==> src/rtl/ebc_pkg.sv <==
// Package: shared types of the external bus controller.
// Assumes: one bus cycle in flight at a time.
package ebc_pkg;
    typedef enum logic [1:0] {
        ST_IDLE = 2'd0,
        ST_ADDR = 2'd1,
        ST_CMD  = 2'd2,
        ST_END  = 2'd3
    } bus_state_t;

    typedef struct packed {
        logic mux;   // 1 = multiplexed address/data
        logic wide;  // 1 = full-width data path
        logic wrl;   // 1 = split low/high byte write strobes
    } bus_cfg_t;
endpackage

==> src/rtl/ebc_seq.sv <==
// Module: bus cycle sequencer. Steps IDLE -> ADDR -> CMD (CMD_CYCLES clocks)
// -> END -> IDLE. A cycle is accepted only in IDLE.
// Assumes: CMD_CYCLES >= 1; the request is held high until acknowledged.
module ebc_seq
    import ebc_pkg::*;
#(
    parameter int CMD_CYCLES = 2
) (
    input  logic       clk,
    input  logic       rst_n,
    input  logic       req,
    output bus_state_t st,
    output logic       accept,
    output logic       cmd_last
);
    localparam int CW = $clog2(CMD_CYCLES + 1);

    logic [CW-1:0] cnt;

    // Accept a new request only while idle.
    assign accept   = (st == ST_IDLE) && req;
    // Flag the final clock of the command phase.
    assign cmd_last = (st == ST_CMD) && (cnt == CW'(CMD_CYCLES - 1));

    // State register and command-phase clock counter.
    always_ff @(posedge clk) begin
        if (!rst_n) begin
            st  <= ST_IDLE;
            cnt <= '0;
        end else begin
            case (st)
                ST_IDLE: if (req) st <= ST_ADDR;
                ST_ADDR: begin
                    st  <= ST_CMD;
                    cnt <= '0;
                end
                ST_CMD: begin
                    if (cmd_last) st <= ST_END;
                    else          cnt <= cnt + 1'b1;
                end
                default: st <= ST_IDLE;
            endcase
        end
    end

    // Independent count of command clocks, used only by the check below.
    logic [CW:0] chk_len;
    always_ff @(posedge clk) begin
        if (!rst_n)             chk_len <= '0;
        else if (st == ST_CMD)  chk_len <= chk_len + 1'b1;
        else                    chk_len <= '0;
    end

    // the command phase lasts exactly CMD_CYCLES clocks.
    assert_cmd_len_R2: assert property (@(posedge clk) disable iff (!rst_n)
        (st == ST_END) |-> (chk_len == (CW+1)'(CMD_CYCLES)));

    // the end clock is always followed by idle.
    assert_end_to_idle_R2: assert property (@(posedge clk) disable iff (!rst_n)
        (st == ST_END) |=> (st == ST_IDLE));
endmodule

==> src/rtl/ebc_pinmux.sv <==
// Module: pin mapper. Decides from the state, the captured configuration and
// the captured request what each half of both ports drives.
// Assumes: BUS_W is even; inputs come from registers captured at acceptance.
module ebc_pinmux
    import ebc_pkg::*;
#(
    parameter int BUS_W = 16
) (
    input  logic             clk,
    input  logic             rst_n,
    input  bus_state_t       st,
    input  bus_cfg_t         cfg,
    input  logic             we,
    input  logic [BUS_W-1:0] addr,
    input  logic [BUS_W-1:0] wdata,
    output logic [BUS_W-1:0] p0_out,
    output logic [BUS_W-1:0] p0_oe,
    output logic [BUS_W-1:0] p1_out,
    output logic [BUS_W-1:0] p1_oe,
    output logic             ale
);
    localparam int HALF = BUS_W / 2;

    logic ph_addr, ph_cmd, ph_busy, wr_cmd;
    assign ph_addr = (st == ST_ADDR);
    assign ph_cmd  = (st == ST_CMD);
    assign ph_busy = (st != ST_IDLE);
    assign wr_cmd  = ph_cmd && we;

    // Address latch pulse only in the multiplexed address phase.
    assign ale = cfg.mux && ph_addr;

    // Low half of the first port: address (multiplexed) then write data.
    always_comb begin
        p0_out[HALF-1:0] = '0;
        p0_oe[HALF-1:0]  = '0;
        if (cfg.mux && ph_addr) begin
            p0_out[HALF-1:0] = addr[HALF-1:0];
            p0_oe[HALF-1:0]  = '1;
        end else if (wr_cmd) begin
            p0_out[HALF-1:0] = wdata[HALF-1:0];
            p0_oe[HALF-1:0]  = '1;
        end
    end

    // High half of the first port: depends on both mux and width.
    always_comb begin
        p0_out[BUS_W-1:HALF] = '0;
        p0_oe[BUS_W-1:HALF]  = '0;
        if (cfg.mux && !cfg.wide) begin
            if (ph_busy) begin
                p0_out[BUS_W-1:HALF] = addr[BUS_W-1:HALF];
                p0_oe[BUS_W-1:HALF]  = '1;
            end
        end else if (cfg.mux && cfg.wide) begin
            if (ph_addr) begin
                p0_out[BUS_W-1:HALF] = addr[BUS_W-1:HALF];
                p0_oe[BUS_W-1:HALF]  = '1;
            end else if (wr_cmd) begin
                p0_out[BUS_W-1:HALF] = wdata[BUS_W-1:HALF];
                p0_oe[BUS_W-1:HALF]  = '1;
            end
        end else if (cfg.wide && wr_cmd) begin
            p0_out[BUS_W-1:HALF] = wdata[BUS_W-1:HALF];
            p0_oe[BUS_W-1:HALF]  = '1;
        end
    end

    // Second port: full address for the whole demultiplexed cycle.
    always_comb begin
        if (!cfg.mux && ph_busy) begin
            p1_out = addr;
            p1_oe  = '1;
        end else begin
            p1_out = '0;
            p1_oe  = '0;
        end
    end

    // no drive on the low data lines while a read command is in progress.
    assert_read_release_R5: assert property (@(posedge clk) disable iff (!rst_n)
        (ph_cmd && !we) |-> (p0_oe[HALF-1:0] == '0));

    // the address latch pulse is never longer than one clock.
    assert_ale_single_R3: assert property (@(posedge clk) disable iff (!rst_n)
        ale |=> !ale);

    // the two ports never both carry the address at once.
    assert_port_exclusive_R6: assert property (@(posedge clk) disable iff (!rst_n)
        (p1_oe != '0) |-> !ale);
endmodule

==> src/rtl/ebc_strobe.sv <==
// Module: strobe decoder. Produces the active-low read strobe and the two
// write strobes from the state, the captured direction, the byte enables and
// the write-strobe style.
// Assumes: inputs are stable for the whole bus cycle.
module ebc_strobe
    import ebc_pkg::*;
(
    input  logic       clk,
    input  logic       rst_n,
    input  bus_state_t st,
    input  bus_cfg_t   cfg,
    input  logic       we,
    input  logic [1:0] be,
    output logic       rd_n,
    output logic       wr_n,
    output logic       wrh_n
);
    logic ph_cmd, lo_hit, hi_hit;
    assign ph_cmd = (st == ST_CMD);

    // Byte-style selections: low strobe covers half width or the low lane.
    assign lo_hit = !cfg.wrl || !cfg.wide || be[0];
    assign hi_hit = cfg.wrl && cfg.wide && be[1];

    // Strobe outputs, all active low and only in the command phase.
    always_comb begin
        rd_n  = !(ph_cmd && !we);
        wr_n  = !(ph_cmd && we && lo_hit);
        wrh_n = !(ph_cmd && we && hi_hit);
    end

    // a read strobe never overlaps a write strobe.
    assert_rd_wr_excl_R7: assert property (@(posedge clk) disable iff (!rst_n)
        !rd_n |-> (wr_n && wrh_n));

    // the common-strobe style never uses the high-byte strobe.
    assert_wrh_idle_R8: assert property (@(posedge clk) disable iff (!rst_n)
        !cfg.wrl |-> wrh_n);

    // the high-byte strobe is only used at full width.
    assert_wrh_wide_R9: assert property (@(posedge clk) disable iff (!rst_n)
        !wrh_n |-> cfg.wide);
endmodule

==> src/rtl/ebc_rdcap.sv <==
// Module: read data capture. Samples the address/data port on the last
// command clock of a read and holds it.
// Assumes: cap_en is a single-clock pulse.
module ebc_rdcap #(
    parameter int BUS_W = 16
) (
    input  logic             clk,
    input  logic             rst_n,
    input  logic             cap_en,
    input  logic             wide,
    input  logic [BUS_W-1:0] pin_in,
    output logic [BUS_W-1:0] rdata
);
    localparam int HALF = BUS_W / 2;

    // Capture register; half width fills the upper lane with zeros.
    always_ff @(posedge clk) begin
        if (!rst_n)
            rdata <= '0;
        else if (cap_en)
            rdata <= wide ? pin_in : {{HALF{1'b0}}, pin_in[HALF-1:0]};
    end

    // captured data holds when no capture is requested.
    assert_rdata_hold_R10: assert property (@(posedge clk) disable iff (!rst_n)
        !cap_en |=> $stable(rdata));
endmodule

==> src/rtl/ext_bus_ctrl.sv <==
// Module: external bus controller top. Captures a request and the
// configuration on acceptance, sequences the bus cycle, maps the pins,
// decodes the strobes and captures read data.
// Assumes: the requester holds req and its fields until ack.
module ext_bus_ctrl
    import ebc_pkg::*;
#(
    parameter int BUS_W      = 16,
    parameter int CMD_CYCLES = 2
) (
    input  logic             clk,
    input  logic             rst_n,
    input  logic             cfg_mux,
    input  logic             cfg_wide,
    input  logic             cfg_wrl,
    input  logic             req,
    input  logic             req_we,
    input  logic [BUS_W-1:0] req_addr,
    input  logic [BUS_W-1:0] req_wdata,
    input  logic [1:0]       req_be,
    output logic             ack,
    output logic [BUS_W-1:0] rdata,
    input  logic [BUS_W-1:0] p0_in,
    output logic [BUS_W-1:0] p0_out,
    output logic [BUS_W-1:0] p0_oe,
    output logic [BUS_W-1:0] p1_out,
    output logic [BUS_W-1:0] p1_oe,
    output logic             ale,
    output logic             rd_n,
    output logic             wr_n,
    output logic             wrh_n
);
    bus_state_t       st;
    logic             accept, cmd_last;
    bus_cfg_t         cfg_q;
    logic             we_q;
    logic [1:0]       be_q;
    logic [BUS_W-1:0] addr_q, wdata_q;

    // Capture configuration and request fields on acceptance.
    always_ff @(posedge clk) begin
        if (!rst_n) begin
            cfg_q   <= '0;
            we_q    <= 1'b0;
            be_q    <= '0;
            addr_q  <= '0;
            wdata_q <= '0;
        end else if (accept) begin
            cfg_q   <= '{mux: cfg_mux, wide: cfg_wide, wrl: cfg_wrl};
            we_q    <= req_we;
            be_q    <= req_be;
            addr_q  <= req_addr;
            wdata_q <= req_wdata;
        end
    end

    // Acknowledge in the end clock.
    assign ack = (st == ST_END);

    ebc_seq #(.CMD_CYCLES(CMD_CYCLES)) u_seq (
        .clk      (clk),
        .rst_n    (rst_n),
        .req      (req),
        .st       (st),
        .accept   (accept),
        .cmd_last (cmd_last)
    );

    ebc_pinmux #(.BUS_W(BUS_W)) u_pinmux (
        .clk    (clk),
        .rst_n  (rst_n),
        .st     (st),
        .cfg    (cfg_q),
        .we     (we_q),
        .addr   (addr_q),
        .wdata  (wdata_q),
        .p0_out (p0_out),
        .p0_oe  (p0_oe),
        .p1_out (p1_out),
        .p1_oe  (p1_oe),
        .ale    (ale)
    );

    ebc_strobe u_strobe (
        .clk   (clk),
        .rst_n (rst_n),
        .st    (st),
        .cfg   (cfg_q),
        .we    (we_q),
        .be    (be_q),
        .rd_n  (rd_n),
        .wr_n  (wr_n),
        .wrh_n (wrh_n)
    );

    ebc_rdcap #(.BUS_W(BUS_W)) u_rdcap (
        .clk    (clk),
        .rst_n  (rst_n),
        .cap_en (cmd_last && !we_q),
        .wide   (cfg_q.wide),
        .pin_in (p0_in),
        .rdata  (rdata)
    );

    // acknowledge is a single-clock pulse.
    assert_ack_pulse_R2: assert property (@(posedge clk) disable iff (!rst_n)
        ack |=> !ack);

    // nothing is driven while idle.
    assert_idle_quiet_R1: assert property (@(posedge clk) disable iff (!rst_n)
        (st == ST_IDLE) |-> (p0_oe == '0 && p1_oe == '0 && rd_n && wr_n && wrh_n));
endmodule

==> config.mk <==
export PLATFORM = sky130hd
export DESIGN_NAME = ext_bus_ctrl
export DESIGN_NICKNAME = d
export VERILOG_FILES = /design/src/rtl/ebc_pkg.sv /design/src/rtl/ebc_seq.sv /design/src/rtl/ebc_pinmux.sv /design/src/rtl/ebc_strobe.sv /design/src/rtl/ebc_rdcap.sv /design/src/rtl/ext_bus_ctrl.sv
export SDC_FILE = /design/constraint.sdc
export NUM_CORES = 1
export LEC_CHECK = 0
export BUFFER_PORTS_ARGS = -buffer_cell sky130_fd_sc_hd__buf_2
export CAP_MARGIN = 10
export CORE_MARGIN = 5
export CORE_UTILIZATION = 49
export CTS_CLUSTER_DIAMETER = 80
export DETAILED_ROUTE_END_ITERATION = 6
export PLACE_DENSITY = 0.87
export SLEW_MARGIN = 25
export SYNTH_ARGS = -nofsm -noshare
export SYNTH_HDL_FRONTEND = slang
export SYNTH_SLANG_ARGS = --single-unit
==> constraint.sdc <==
create_clock -name clk -period 5.85 [get_ports clk]
set_input_delay 0.8775 -clock clk [delete_from_list [all_inputs] [get_ports clk]]
set_output_delay 0.8775 -clock clk [all_outputs]
set_load 0.02 [all_outputs]
# After elaboration in Yosys (flattened, before gate mapping)
# Cells that the tools add are included.
dict set report word_totals {
  ff_bits 58
  word_cells 69
}
dict set report op_classes {
  n_addsub 1
  eq_ne 7
  muxes 23
  reduce_logical 28
}
# cell n
set ops {}
lappend ops {{$mux 8} 15}
lappend ops {{$mux 16} 3}
lappend ops {{$logic_and 1x1->1} 14}
lappend ops {{$logic_not 1->1} 7}
lappend ops {{$mux 2} 3}
lappend ops {{$ne 2x2->1 const B} 3}
lappend ops {{$pmux 2 s3} 1}
lappend ops {{$eq 2x1->1 const B} 2}
lappend ops {{$eq 2x2->1 const B} 2}
lappend ops {{$pmux 2 s2} 1}
lappend ops {{$reduce_and 2->1} 2}
lappend ops {{$reduce_bool 2->1} 2}
lappend ops {{$add 2x1->2 const B} 1}
lappend ops {{$logic_not 2->1} 1}
lappend ops {{$logic_or 1x1->1} 2}

# Depth between registers and ports, before layout
dict set report depth {
  depth_word 6
  ltp_mapped 7
}

# By module
# Synthesis repeated with hierarchy kept, for this count alone.
dict set report unflattened {
  hier_cells 292
  hier_area_um2 2969.1
}
# module instances cells_each area_per_inst_um2 seq_area_each_um2
set by_module_without_submodules {}
lappend by_module_without_submodules {ext_bus_ctrl 1 124 1467.7 760.7}
lappend by_module_without_submodules {ebc_rdcap 1 62 646.9 320.3}
lappend by_module_without_submodules {ebc_pinmux 1 74 576.8 0.0}
lappend by_module_without_submodules {ebc_seq 1 27 244.0 80.1}
lappend by_module_without_submodules {ebc_strobe 1 5 33.8 0.0}

# Worst setup path after synthesis
# OpenSTA, ideal clock, no wires.
dict set report synth_path {
  kind {reg2out}
  start {register u_seq.st[0]}
  end {output port p1_out[0]}
  arrival_time_ps 1872
  required_ps 4973
  path_slack_ps 3100
  stages_incl_launch_ff 6
  n_path_buf 1
  path_cell_list {dfxtp_1 > inv_1 > ha_1 > nor2_1 > clkbuf_1 > and2_1}
}
dict set report synth_between {
  elab_chain_len 3
}
# element line
set synth_rtl {}
lappend synth_rtl {{start: declaration} ebc_seq.sv:12} ;# output bus_state_t st,
lappend synth_rtl {{start signal: assignment} ebc_seq.sv:28} ;# st <= ST_IDLE;
lappend synth_rtl {{start signal: assignment} ebc_seq.sv:32} ;# ST_IDLE: if (req) st <= ST_ADDR;
lappend synth_rtl {{start signal: assignment} ebc_seq.sv:34} ;# st <= ST_CMD;
lappend synth_rtl {{$reduce_bool 2->1} ebc_pinmux.sv:27} ;# assign ph_busy = (st != ST_IDLE);
lappend synth_rtl {{$logic_and 1x1->1} ebc_pinmux.sv:71} ;# if (!cfg.mux && ph_busy) begin
lappend synth_rtl {{$mux 16} ebc_pinmux.sv:71}
lappend synth_rtl {{end: declaration} ext_bus_ctrl.sv:26} ;# output logic [BUS_W-1:0] p1_out,
# No other way between the ends.

# Worst setup path after layout
dict set report layout_path {
  start {register u_seq.st[0]}
  end {output port p0_oe[10]}
}
dict set report layout_between {
  elab_chain_len 6
  elab_cells_between_ends 11
  classes_between {eq/ne (2); mux (6); reduce/logical (3)}
}
# element line
set layout_rtl {}
lappend layout_rtl {{$eq 2x2->1} ebc_pinmux.sv:26} ;# assign ph_cmd = (st == ST_CMD);
lappend layout_rtl {{$logic_and 1x1->1} ebc_pinmux.sv:28} ;# assign wr_cmd = ph_cmd && we;
lappend layout_rtl {{$mux 8 or $logic_and 1x1->1 (tied branches)} {ebc_pinmux.sv:59, ebc_pinmux.sv:63}}
lappend layout_rtl {{$mux 8, on equally long branches} {ebc_pinmux.sv:56, ebc_pinmux.sv:63}}
lappend layout_rtl {{$mux 8} ebc_pinmux.sv:55} ;# end else if (cfg.mux && cfg.wide) begin
lappend layout_rtl {{$mux 8 *} ebc_pinmux.sv:50} ;# if (cfg.mux && !cfg.wide) begin
lappend layout_rtl {{end: declaration} ext_bus_ctrl.sv:25} ;# output logic [BUS_W-1:0] p0_oe,
# Mark *: on every way between the ends. The rest lies on a longest branch, timed or not.

==> results.tsv <==
stage	metric	value	unit
pwr	Gate power share	40.0	%
sta	Worst Setup Slack, final	2870	ps
cells_and_area	register area	0.00116	mm²
cells_and_area	commonest cells after routing, fill and taps aside	140 x buf_2, 91 x nand2_1, 58 x dfxtp_1	
logic_synthesis	EDFF count, synth	0	
pwr	Peak VDD IR	0.231	mV
logic_synthesis	net count after synthesis	405	
sta	clock skew	8.30	ps
flow_run	maxcap violations	0	
critical_path	worst path bufs/invs	2	
sta	fmax	336	MHz
critical_path	Setup crit start kind	flop	
die	Die Span Y	85.8	µm
critical_path	crit path max-delay cell type	dfxtp_1	
global_routing	pin count of the biggest net entering global routing	78	
cells_and_area	Synth-to-Final Area Change	24.6	%
die	die footprint	0.00736	mm²
die	Ports	142	
logic_synthesis	YS warnings	0	
die	FP Rows	27	
die	initial core utilization	50.8	%
clock_tree	maximum clock path buffer count	2	
sta	min cycle time layout	2980	ps
logic_synthesis	Syn Area/Cell	8.21	µm²
cells_and_area	Layout Cells excl Fill	523	
die	core area	0.00554	mm²
die	DIE WIDTH	85.8	µm
critical_path	Critical Path, Cell by Cell	inv_1, ha_1, or2_1, a21boi_2, a31o_2, buf_2	
clock_tree	CTS Buf Count	9	
outcome	status	completed	
global_routing	grt ovf	0	
cells_and_area	area of the multi-input gates	0.00130	mm²
critical_path	crit path capture type	output port	
sta	RSZ-0062 raised after global routing	no	
global_routing	vias in the first global route	2485	
critical_path	Critical Path AT	2100	ps
sta	Max-slew headroom	55.8	%
clock_tree	H-tree Lvls	3	
clock_tree	clock root buffer master	clkbuf_8	
routing	Routed WL per cell	13.7	µm
critical_path	WS Path Type	reg2out	
critical_path	Required @ worst endpoint	4970	ps
placed_design	DP HPWL	5250	µm
critical_path	cell family with most CP delay	compound AO/OA/AOI/OAI gates	
critical_path	Worst Path Max Fanout	9	
logic_synthesis	Seq/Total Area, Yosys	41.2	%
pwr	P_int	0.000854	W
pwr	leak pwr	1.71	nW
routing	Iteration-0 DRC Markers	122	
routing	Routed Antenna Nets	0	
pwr	Switching Fraction	40.3	%
clock_tree	Post-CTS Resized	0	
cells_and_area	number of diodes	0	
cells_and_area	Final nets	510	
sta	final hold vios	0	
pwr	Seq pwr share	35.1	%
worst_hold_path	Hold WC Path Type	reg2reg	
placed_design	final RePlAce weighted congestion	0.835	
logic_synthesis	Syn Std Cell Area	0.00282	mm²
sta	setup violators final	0	
cells_and_area	fill cell count	495	
logic_synthesis	Main synth FF type	dfxtp_1	
routing	vias per cell	5.09	
sta	fin crit share	50.9	%
placed_design	Setup WS pre-CTS	3200	ps
sta	setup tns final	0	ps
pwr	cell area power density	408	mW/mm²
clock_tree	CTS tree	yes	
critical_path	Max stage delay on crit path	380	ps
global_routing	antenna violations before repair	1	
global_routing	first-pass GRT wire length	11500	µm
routing	via count	2662	
cells_and_area	commonest non-fill, non-tap cell in the layout	buf_2	
clock_tree	hold_buf cts	0	
routing	drt first pass iters	4	
clock_tree	# clock sinks	58	
clock_tree	number of setup buffers added after CTS	0	
routing	Detailed Route WL	7170	µm
sta	Slew Limit Fails	0	
pwr	Switch Pwr	0.000577	W
placed_design	Placed Instances	508	
sta	worst-margin pin slew	663	ps
clock_tree	Clock transition at path regs	60	ps
global_routing	GRT Util Overall	19.7	%
routing	number of remaining DRC errors	0	
logic_synthesis	share of synthesized flip-flops with an asynchronous set or reset	0	%
cells_and_area	layout cell share with drive strength beyond 1	37.0	%
placed_design	I/O Buffers	141	
logic_synthesis	count of cell types in the netlist	32	
logic_synthesis	FF+latch count, synth	58	
pwr	Clk pwr share	24.9	%
logic_synthesis	Synth Instances	343	
clock_tree	Worst-Skew Late Latency	310	ps
-- kinds of logic after synthesis --
logic type / share of synthesized area (%)
adder cells (fa/ha/maj): 2.22
buffers and inverters: 12.7
flip-flops: 41.2
AND/OR/NAND/NOR: 23.1
AO/OA/AOI/OAI: 20.4
multiplexers: 0.356
-- cell usage after synthesis, types with 2 or more instances --
cell	n	area [µm²]
nand2_1	91	342
dfxtp_1	58	1160
a21boi_0	36	270
buf_4	30	225
nand3_1	24	120
and2_1	17	106
a22o_1	16	140
o21ai_0	16	80.1
buf_2	10	50.1
clkbuf_1	9	33.8
inv_1	6	22.5
ha_1	5	62.6
a21boi_1	2	15.0
a21oi_1	2	10.0
a31o_2	2	17.5
buf_6	2	22.5
nor2b_1	2	12.5
-- routing by layer --
metal	wire length [µm]	up-vias	global-route usage, %
met3	781	19	6.72
met1	2970	1192	22.9
met2	3230	126	32.2
li1	-	1323	-
met5	20	-	0
met4	170	2	9.78
-- worst min-delay path: stages (launching register included) --
cell and delay, ps:
dfxtp_1 310, nand2_1 50, a21boi_1 50
-- worst paths after layout --
kind | startpoint | end | slack (ps) | cells past startpoint
worst max-delay path | u_seq.st[0] | p0_oe[10] | 2870 | 6
worst min-delay path | wdata_q[2] | wdata_q[2] | 450 | 2
worst max register to register | u_seq.st[0] | wdata_q[10] | 4000 | 6
worst min register to register | wdata_q[2] | wdata_q[2] | 450 | 2
-- metrics by stage --
step / util, % / total power [W] / hold WS, ps / instance area, µm²
floorplan: - / 0.00102 / 435 / 2820
global placement: 59.6 / 0.00108 / 443 / 3300
detailed placement: 59.6 / 0.00109 / 446 / 3300
CTS: 63.1 / 0.00145 / 455 / 3500
global route: 63.3 / 0.00153 / 482 / 3510
finish: 63.3 / 0.00143 / 452 / 3510
-- power by group through the flow --
stage / Sequential (W) / Combinational, W / Clock, W
after detailed placement: 0.000511 / 0.000581 / 0
after global placement: 0.000507 / 0.000569 / 0
after global routing: 0.000511 / 0.000631 / 0.000385
after CTS: 0.000502 / 0.000581 / 0.000367
after floorplan: 0.000495 / 0.000525 / 0
final: 0.000502 / 0.000573 / 0.000356
-- final cells by class --
| cell class | count | area share [%] |
|---|---|---|
| Clock buffer | 11 | 4.32 |
| Clock inverter | 3 | 1.14 |
| Inverter | 7 | 0.749 |
| Multi-Input combinational cell | 227 | 37.0 |
| Sequential cell | 58 | 33.1 |
| Tap cell | 72 | 2.57 |
| Timing Repair Buffer | 145 | 21.2 |
-- state kept, by name, summed over array words and instances, names as in the netlist --
signal         flops
wdata_q           16
cfg_q              3
addr_q            16
u_rdcap.rdata     16
be_q               2
u_seq.st           2
we_q               1
u_seq.cnt          2
(Power assumes the default switching activity.)
